<file path="src/rtl/lf_pkg.sv">
package lf_pkg;
   localparam int unsigned LF_IN_W    = 8;
   localparam int unsigned LF_ACC_W   = 32;
   localparam int unsigned LF_FRAC_W  = 8;
   localparam int unsigned LF_COEF_W  = 16;
   localparam int unsigned LF_CF_FRAC = 15;
   localparam int unsigned LF_G_FRAC  = 7;
endpackage

</file>
<file path="src/rtl/lf_frac_mul.sv">
module lf_frac_mul #(
   parameter int unsigned DW    = 32,
   parameter int unsigned CW    = 16,
   parameter int unsigned SHIFT = 15
) (
   input  logic signed [DW-1:0] din,
   input  logic signed [CW-1:0] coef,
   output logic signed [DW-1:0] prod,
   output logic                 ovf
);
   localparam int unsigned PW  = DW + CW;
   localparam int unsigned TOP = SHIFT + DW - 1;

   generate
      if (TOP > PW - 1) begin : g_bad_shift
         $error("lf_frac_mul: SHIFT too large for product width");
      end
      if (SHIFT == 0) begin : g_bad_zero
         $error("lf_frac_mul: SHIFT must be non-zero");
      end
   endgenerate

   logic signed [PW-1:0] full;
   logic [SHIFT-1:0]     unused_lo;
   logic [PW-1-TOP:0]    upper;

   assign full      = PW'(din) * PW'(coef);
   assign prod      = full[TOP:SHIFT];
   assign unused_lo = full[SHIFT-1:0];
   assign upper     = full[PW-1:TOP];
   assign ovf       = !((&upper) || !(|upper));
endmodule

</file>
<file path="src/rtl/lf_state_stage.sv">
module lf_state_stage #(
   parameter int unsigned ACC_W   = 32,
   parameter int unsigned COEF_W  = 16,
   parameter int unsigned CF_FRAC = 15
) (
   input  logic                     clk,
   input  logic                     rst,
   input  logic                     en,
   input  logic signed [ACC_W-1:0]  x_ext,
   input  logic signed [COEF_W-1:0] a_coef,
   input  logic signed [COEF_W-1:0] b_coef,
   output logic signed [ACC_W-1:0]  zsum
);
   logic signed [ACC_W-1:0] w_q, w_nxt, pa, pb;
   logic                    ovf_a, ovf_b;

   lf_frac_mul #(.DW(ACC_W), .CW(COEF_W), .SHIFT(CF_FRAC)) u_pole (
      .din(w_q), .coef(a_coef), .prod(pa), .ovf(ovf_a));
   lf_frac_mul #(.DW(ACC_W), .CW(COEF_W), .SHIFT(CF_FRAC)) u_zero (
      .din(w_q), .coef(b_coef), .prod(pb), .ovf(ovf_b));

   assign w_nxt = x_ext - pa;
   assign zsum  = w_nxt + pb;

   always_ff @(posedge clk) begin
      if (rst)     w_q <= '0;
      else if (en) w_q <= w_nxt;
   end

   // the state adder keeps the sign that the operands allow
   a_r7_no_overflow: assert property (@(posedge clk) disable iff (rst)
      en && (x_ext[ACC_W-1] != pa[ACC_W-1]) |-> (w_nxt[ACC_W-1] == x_ext[ACC_W-1]));
   a_r7_zero_no_overflow: assert property (@(posedge clk) disable iff (rst)
      en && (w_nxt[ACC_W-1] == pb[ACC_W-1]) |-> (zsum[ACC_W-1] == pb[ACC_W-1]));
   a_r7_prod_fits: assert property (@(posedge clk) disable iff (rst)
      en |-> !ovf_a && !ovf_b);
   // the state only moves on a strobe
   a_r5_state_hold: assert property (@(posedge clk) disable iff (rst)
      !en |=> $stable(w_q));
endmodule

</file>
<file path="src/rtl/lf_gain_stage.sv">
module lf_gain_stage #(
   parameter int unsigned ACC_W  = 32,
   parameter int unsigned COEF_W = 16,
   parameter int unsigned SHIFT  = 15
) (
   input  logic                     clk,
   input  logic                     rst,
   input  logic                     en,
   input  logic signed [ACC_W-1:0]  zsum,
   input  logic signed [COEF_W-1:0] g_coef,
   output logic signed [ACC_W-1:0]  y
);
   logic signed [ACC_W-1:0] z_q, gp;
   logic                    ovf_g;

   lf_frac_mul #(.DW(ACC_W), .CW(COEF_W), .SHIFT(SHIFT)) u_gain (
      .din(z_q), .coef(g_coef), .prod(gp), .ovf(ovf_g));

   always_ff @(posedge clk) begin
      if (rst) begin
         z_q <= '0;
         y   <= '0;
      end else if (en) begin
         z_q <= zsum;
         y   <= gp;
      end
   end

   // the gain product fits the output word
   a_r7_gain_fits: assert property (@(posedge clk) disable iff (rst)
      en |-> !ovf_g);
   // the output holds between strobes
   a_r5_out_hold: assert property (@(posedge clk) disable iff (rst)
      !en |=> $stable(y));
   // a zero pipeline stage yields a zero output on the next update
   a_r4_pipe_zero: assert property (@(posedge clk) disable iff (rst)
      en && (z_q == '0) |=> (y == '0));
endmodule

</file>
<file path="src/rtl/loop_filter_top.sv">
module loop_filter_top
   import lf_pkg::*;
#(
   parameter int unsigned IN_W    = LF_IN_W,
   parameter int unsigned ACC_W   = LF_ACC_W,
   parameter int unsigned FRAC_W  = LF_FRAC_W,
   parameter int unsigned COEF_W  = LF_COEF_W,
   parameter int unsigned CF_FRAC = LF_CF_FRAC,
   parameter int unsigned G_FRAC  = LF_G_FRAC
) (
   input  logic                     clk,
   input  logic                     rst,
   input  logic                     sample_stb,
   input  logic signed [IN_W-1:0]   phase_err,
   input  logic signed [COEF_W-1:0] pole_coef,
   input  logic signed [COEF_W-1:0] zero_coef,
   input  logic signed [COEF_W-1:0] gain_coef,
   output logic signed [ACC_W-1:0]  ctrl_word,
   output logic                     ctrl_valid
);
   localparam int unsigned EXT_W   = ACC_W - IN_W - FRAC_W;
   localparam int unsigned G_SHIFT = FRAC_W + G_FRAC;

   generate
      if (ACC_W < IN_W + FRAC_W + 1) begin : g_bad_acc
         $error("loop_filter_top: ACC_W too small for input and fraction");
      end
      if (CF_FRAC != COEF_W - 1) begin : g_bad_cf
         $error("loop_filter_top: pole/zero coefficients must be pure fractions");
      end
      if (G_FRAC >= COEF_W) begin : g_bad_g
         $error("loop_filter_top: gain fraction exceeds coefficient width");
      end
   endgenerate

   logic signed [ACC_W-1:0] x_ext, zsum;
   logic                    primed;

   assign x_ext = {{EXT_W{phase_err[IN_W-1]}}, phase_err, {FRAC_W{1'b0}}};

   lf_state_stage #(.ACC_W(ACC_W), .COEF_W(COEF_W), .CF_FRAC(CF_FRAC)) u_state (
      .clk(clk), .rst(rst), .en(sample_stb), .x_ext(x_ext),
      .a_coef(pole_coef), .b_coef(zero_coef), .zsum(zsum));

   lf_gain_stage #(.ACC_W(ACC_W), .COEF_W(COEF_W), .SHIFT(G_SHIFT)) u_gain (
      .clk(clk), .rst(rst), .en(sample_stb), .zsum(zsum),
      .g_coef(gain_coef), .y(ctrl_word));

   always_ff @(posedge clk) begin
      if (rst) begin
         primed     <= 1'b0;
         ctrl_valid <= 1'b0;
      end else begin
         if (sample_stb) primed <= 1'b1;
         ctrl_valid <= sample_stb && primed;
      end
   end

   // a valid pulse always traces back to a strobe
   a_r6_valid_after_stb: assert property (@(posedge clk) disable iff (rst)
      ctrl_valid |-> $past(sample_stb));
   // no valid without a strobe
   a_r6_no_stb_no_valid: assert property (@(posedge clk) disable iff (rst)
      !sample_stb |=> !ctrl_valid);
   // coefficients inside their legal ranges at every update
   a_r8_coef_range: assert property (@(posedge clk) disable iff (rst)
      sample_stb |-> (pole_coef < 0) && (pole_coef != {1'b1, {(COEF_W-1){1'b0}}})
                  && (zero_coef < 0) && (zero_coef != {1'b1, {(COEF_W-1){1'b0}}})
                  && (gain_coef > 0));
   // after reset the output is cleared
   a_r1_reset_clear: assert property (@(posedge clk)
      $past(rst) |-> (ctrl_word == '0) && !ctrl_valid);
endmodule

</file>
<file path="config.mk">
export PLATFORM = sky130hd
export DESIGN_NAME = loop_filter_top
export DESIGN_NICKNAME = d
export VERILOG_FILES = /design/src/rtl/lf_pkg.sv /design/src/rtl/lf_frac_mul.sv /design/src/rtl/lf_state_stage.sv /design/src/rtl/lf_gain_stage.sv /design/src/rtl/loop_filter_top.sv
export SDC_FILE = /design/constraint.sdc
export NUM_CORES = 2
export LEC_CHECK = 0
export ABC_AREA = 0
export ABC_CLOCK_PERIOD_IN_PS = 14100
export CORE_AREA = 2 2 295 356
export DETAILED_ROUTE_END_ITERATION = 16
export DIE_AREA = 0 0 297 358
export PLACE_DENSITY = 0.71
export SYNTH_ARGS = -nofsm -noshare
export SYNTH_HDL_FRONTEND = slang
export SYNTH_SLANG_ARGS = --single-unit
</file>
<file path="constraint.sdc">
create_clock -name clk -period 14.1 [get_ports clk]
set_clock_uncertainty 0.1 [all_clocks]
set_input_delay 2.82 -clock clk [delete_from_list [all_inputs] [get_ports clk]]
set_output_delay 2.82 -clock clk [all_outputs]
set_load 0.05 [all_outputs]
</file>
==> impl_metrics.yaml <==
outcome:
  status: "finished clean"
worst_hold_path:
  hp-class: "flip-flop to flip-flop"
  hold_path_depth: 2
floorplanning:
  die_h_um: 358
  ios: 92
  design.core.area_mm2: 0.1027
  initial_core_util: 0.5472
  die_area_mm2: 0.1063
  die_w_um: 297
  rows: 129
final_layout:
  fin_cells: 7538
  n_fill_cell: 9210
  final_nets: 8037
  area_delta_synth_final_pct: 4.319
  num_antenna_cells: 0
  drive_above_1_share: 0.02434
yosys:
  async_reset_ff_frac: 0
  synth_area_leaders: "fa_1, inv_1, ha_1"
  yosysTopAreaCellShare: 0.5125
  synth.net_count: 8150
  avgSynthCellArea_um2: 8.957
  synth_top_area_cell: "fa_1"
  yosysSeqAreaShare: 0.03493
  synth_simple_gate_area_frac: 0.1647
  synthFlopType: "dfxtp_1"
  synth-compound-area-share: 0.04415
  synth_edf_count: 0
  synthCells: 6271
  muxShareOfSynthArea: 0.01301
  syn_area_mm2: 0.05617
  synth-xor-area-share: 0.02727
  yosys.area_share.adder: 0.5976
  yosysWarnings: 0
  synth_seq_cells: 98
  synth_top_family_by_area: "adder cells"
  synth_cell_types: 76
grt:
  grt-ovfl-total: 0
  grt_max_degree: 69
  grt_pass1_wl_um: 234100
  grt.total_usage: 0.2785
  antenna_found_initial: 2
  grt_pass1_vias: 45740
routing:
  drc: 0
  drt-pass1-iter-count: 6
  vias_per_cell: 5.482
  wirelength_um: 142400
  wl_per_cell_um: 18.89
  antenna_left: 0
  drtIter0Drc: 2452
  vias: 41330
clock_tree:
  htree_num_levels: 3
  ctsLongestPathBuffers: 2
  cts.sinks: 98
  clkTransAtPathRegs_ns: 0.08
  cts_hold_buffers: 0
  clock_latency_ns: 0.41
  cts_tree: "built"
  clock-root-buffer: "clkbuf_16"
  cts_buffers: 9
timing:
  maxSlewHeadroom: 0.3429
  post-route-min-period_ns: 13.51
  setup_viol: 0
  hold_viol: 0
  setup_ws_ns: 0.5882
  setup_tns_ns: 0
  period_share: 0.9583
  max_freq_mhz: 74.01
  drv_slew: 0
  worst_pin_slew_ns: 0.9844
worst_setup_path:
  slowest_stage: "clkdlybuf4s50_1"
  crit_required_ns: 14.32
  cp_common_cell: "fa_1"
  worstPathMaxFanout: 16
  arrival_ns: 13.74
  start_kind: "input pin"
  slowest_delay_ns: 0.76
  reg2regPathDepth: 42
  crit_type: "input pin to flip-flop"
  cp-end-kind: "flip-flop"
flow_run:
  max-cap-violations: 0
placed_design:
  dp.cells: 7520
  dpl.hpwl_um: 112500
  port_buffers: 91
  place.gp.congestion: 0.9234
  dp_worst_setup_slack_ns: 0.07411
cells by family after synthesis:
| logic type | count (synthesis) |
|---|---|
| AOI/OAI and AO/OA | 382 |
| and+or+nand+nor | 1959 |
| DFF | 98 |
| xor gates and xnor gates | 170 |
| muxes | 73 |
| buffers and inverters | 1769 |
| adders and majority gates | 1820 |
Yosys cell counts (29+ instances only):
cell      instances
a21o_1           52
a21oi_1         111
and2_1          507
clkbuf_1        294
dfxtp_1          98
fa_1           1438
ha_1            382
inv_1          1461
mux2i_1          73
nand2_1        1006
nand2b_1        104
nor2_1          191
nor3_1           29
o21ai_0          72
xnor2_1         114
xor2_1           52
area by class of cell:
cell class | count | area, µm² | share of cell area
Clock buffer | 9 | 225.2 | 0.003844
Clock inverter | 7 | 78.83 | 0.001345
Inverter | 1463 | 5492 | 0.09372
Multi-Input combinational cell | 4404 | 47580 | 0.8119
Sequential cell | 98 | 1963 | 0.03350
Tap cell | 1375 | 1720 | 0.02936
Timing Repair Buffer | 182 | 1540 | 0.02629
per-stage QoR:
stage / util / area [µm²] / hold WS (ns)
after floorplan: - / 56170 / 0.3265
after global placement: 0.5675 / 58250 / 0.3412
after detailed placement: 0.5675 / 58250 / 0.3590
after CTS: 0.5705 / 58560 / 0.3740
after global routing: 0.5708 / 58590 / 0.3968
final: 0.5708 / 58590 / 0.3687
critical path: cells and delay by family:
kind / cells / cell delay [ns]
AO/OA/AOI/OAI: 19 / 4.11
adder cells (fa/ha/maj): 9 / 3.97
AND/OR/NAND/NOR: 7 / 1.19
buffers and inverters: 5 / 0.96
XOR/XNOR: 2 / 0.58
multiplexers: 1 / 0.09
repair_timing:
item,CTS,global route
resized for setup,0,5
setup buffers,0,2
setup endpoints to repair,0,6
metal layers:
| metal | vias to the layer above | wire (µm) | share of wire | global-route usage |
|---|---|---|---|---|
| met5 | - | 13 | 0.000091 | 0 |
| met4 | 2 | 5471 | 0.038 | 0.09990 |
| met3 | 361 | 10390 | 0.073 | 0.04332 |
| met2 | 1570 | 72470 | 0.51 | 0.5006 |
| met1 | 21380 | 54030 | 0.38 | 0.3407 |
| li1 | 18020 | - | - | - |
sequential cells by signal, indices dropped and copies added (netlist names):
name	flops
primed	1
ctrl_valid	1
u_state.w_q	32
u_gain.z_q	32
u_gain.y	32
cells in the final DEF (no fill, tap or decap), drive strengths merged, types with 4 or more instances in the layout:
cell type / synthesis / layout
and4: 8 / 8
xnor2: 115 / 115
or3: 7 / 7
clkinv: 1 / 5
nor2b: 26 / 26
clkbuf: 294 / 9
clkdlybuf4s50: 0 / 74
xor2: 53 / 53
a41oi: 4 / 4
buf: 12 / 105
o211ai: 12 / 12
nor2: 191 / 191
nand4: 17 / 17
a31oi: 22 / 22
a21boi: 5 / 5
ha: 382 / 382
a211oi: 14 / 14
nor3: 29 / 29
inv: 1462 / 1465
fa: 1438 / 1438
a21o: 52 / 52
and2: 508 / 508
o21bai: 14 / 14
nand2b: 104 / 104
or2: 8 / 8
a21oi: 111 / 111
a211o: 7 / 7
dfxtp: 98 / 98
a311oi: 5 / 5
mux2i: 73 / 73
o21a: 17 / 17
o21ai: 78 / 78
nand3: 27 / 27
nand2: 1006 / 1006
o31ai: 5 / 5
and3: 15 / 15
path summary, 6_finish.rpt:
kind | endpoint | slack [ns] | startpoint
worst min-delay path | u_gain.y[2] | 0.37 | u_gain.y[2]
worst max-delay path | u_gain.z_q[31] | 0.59 | pole_coef[6]
worst min register to register | u_gain.y[2] | 0.37 | u_gain.y[2]
worst max register to register | u_gain.z_q[31] | 2.88 | u_state.w_q[13]
Power is not shown: default switching activity piles up to over one toggle a cycle in this logic, so the estimate is an artifact.
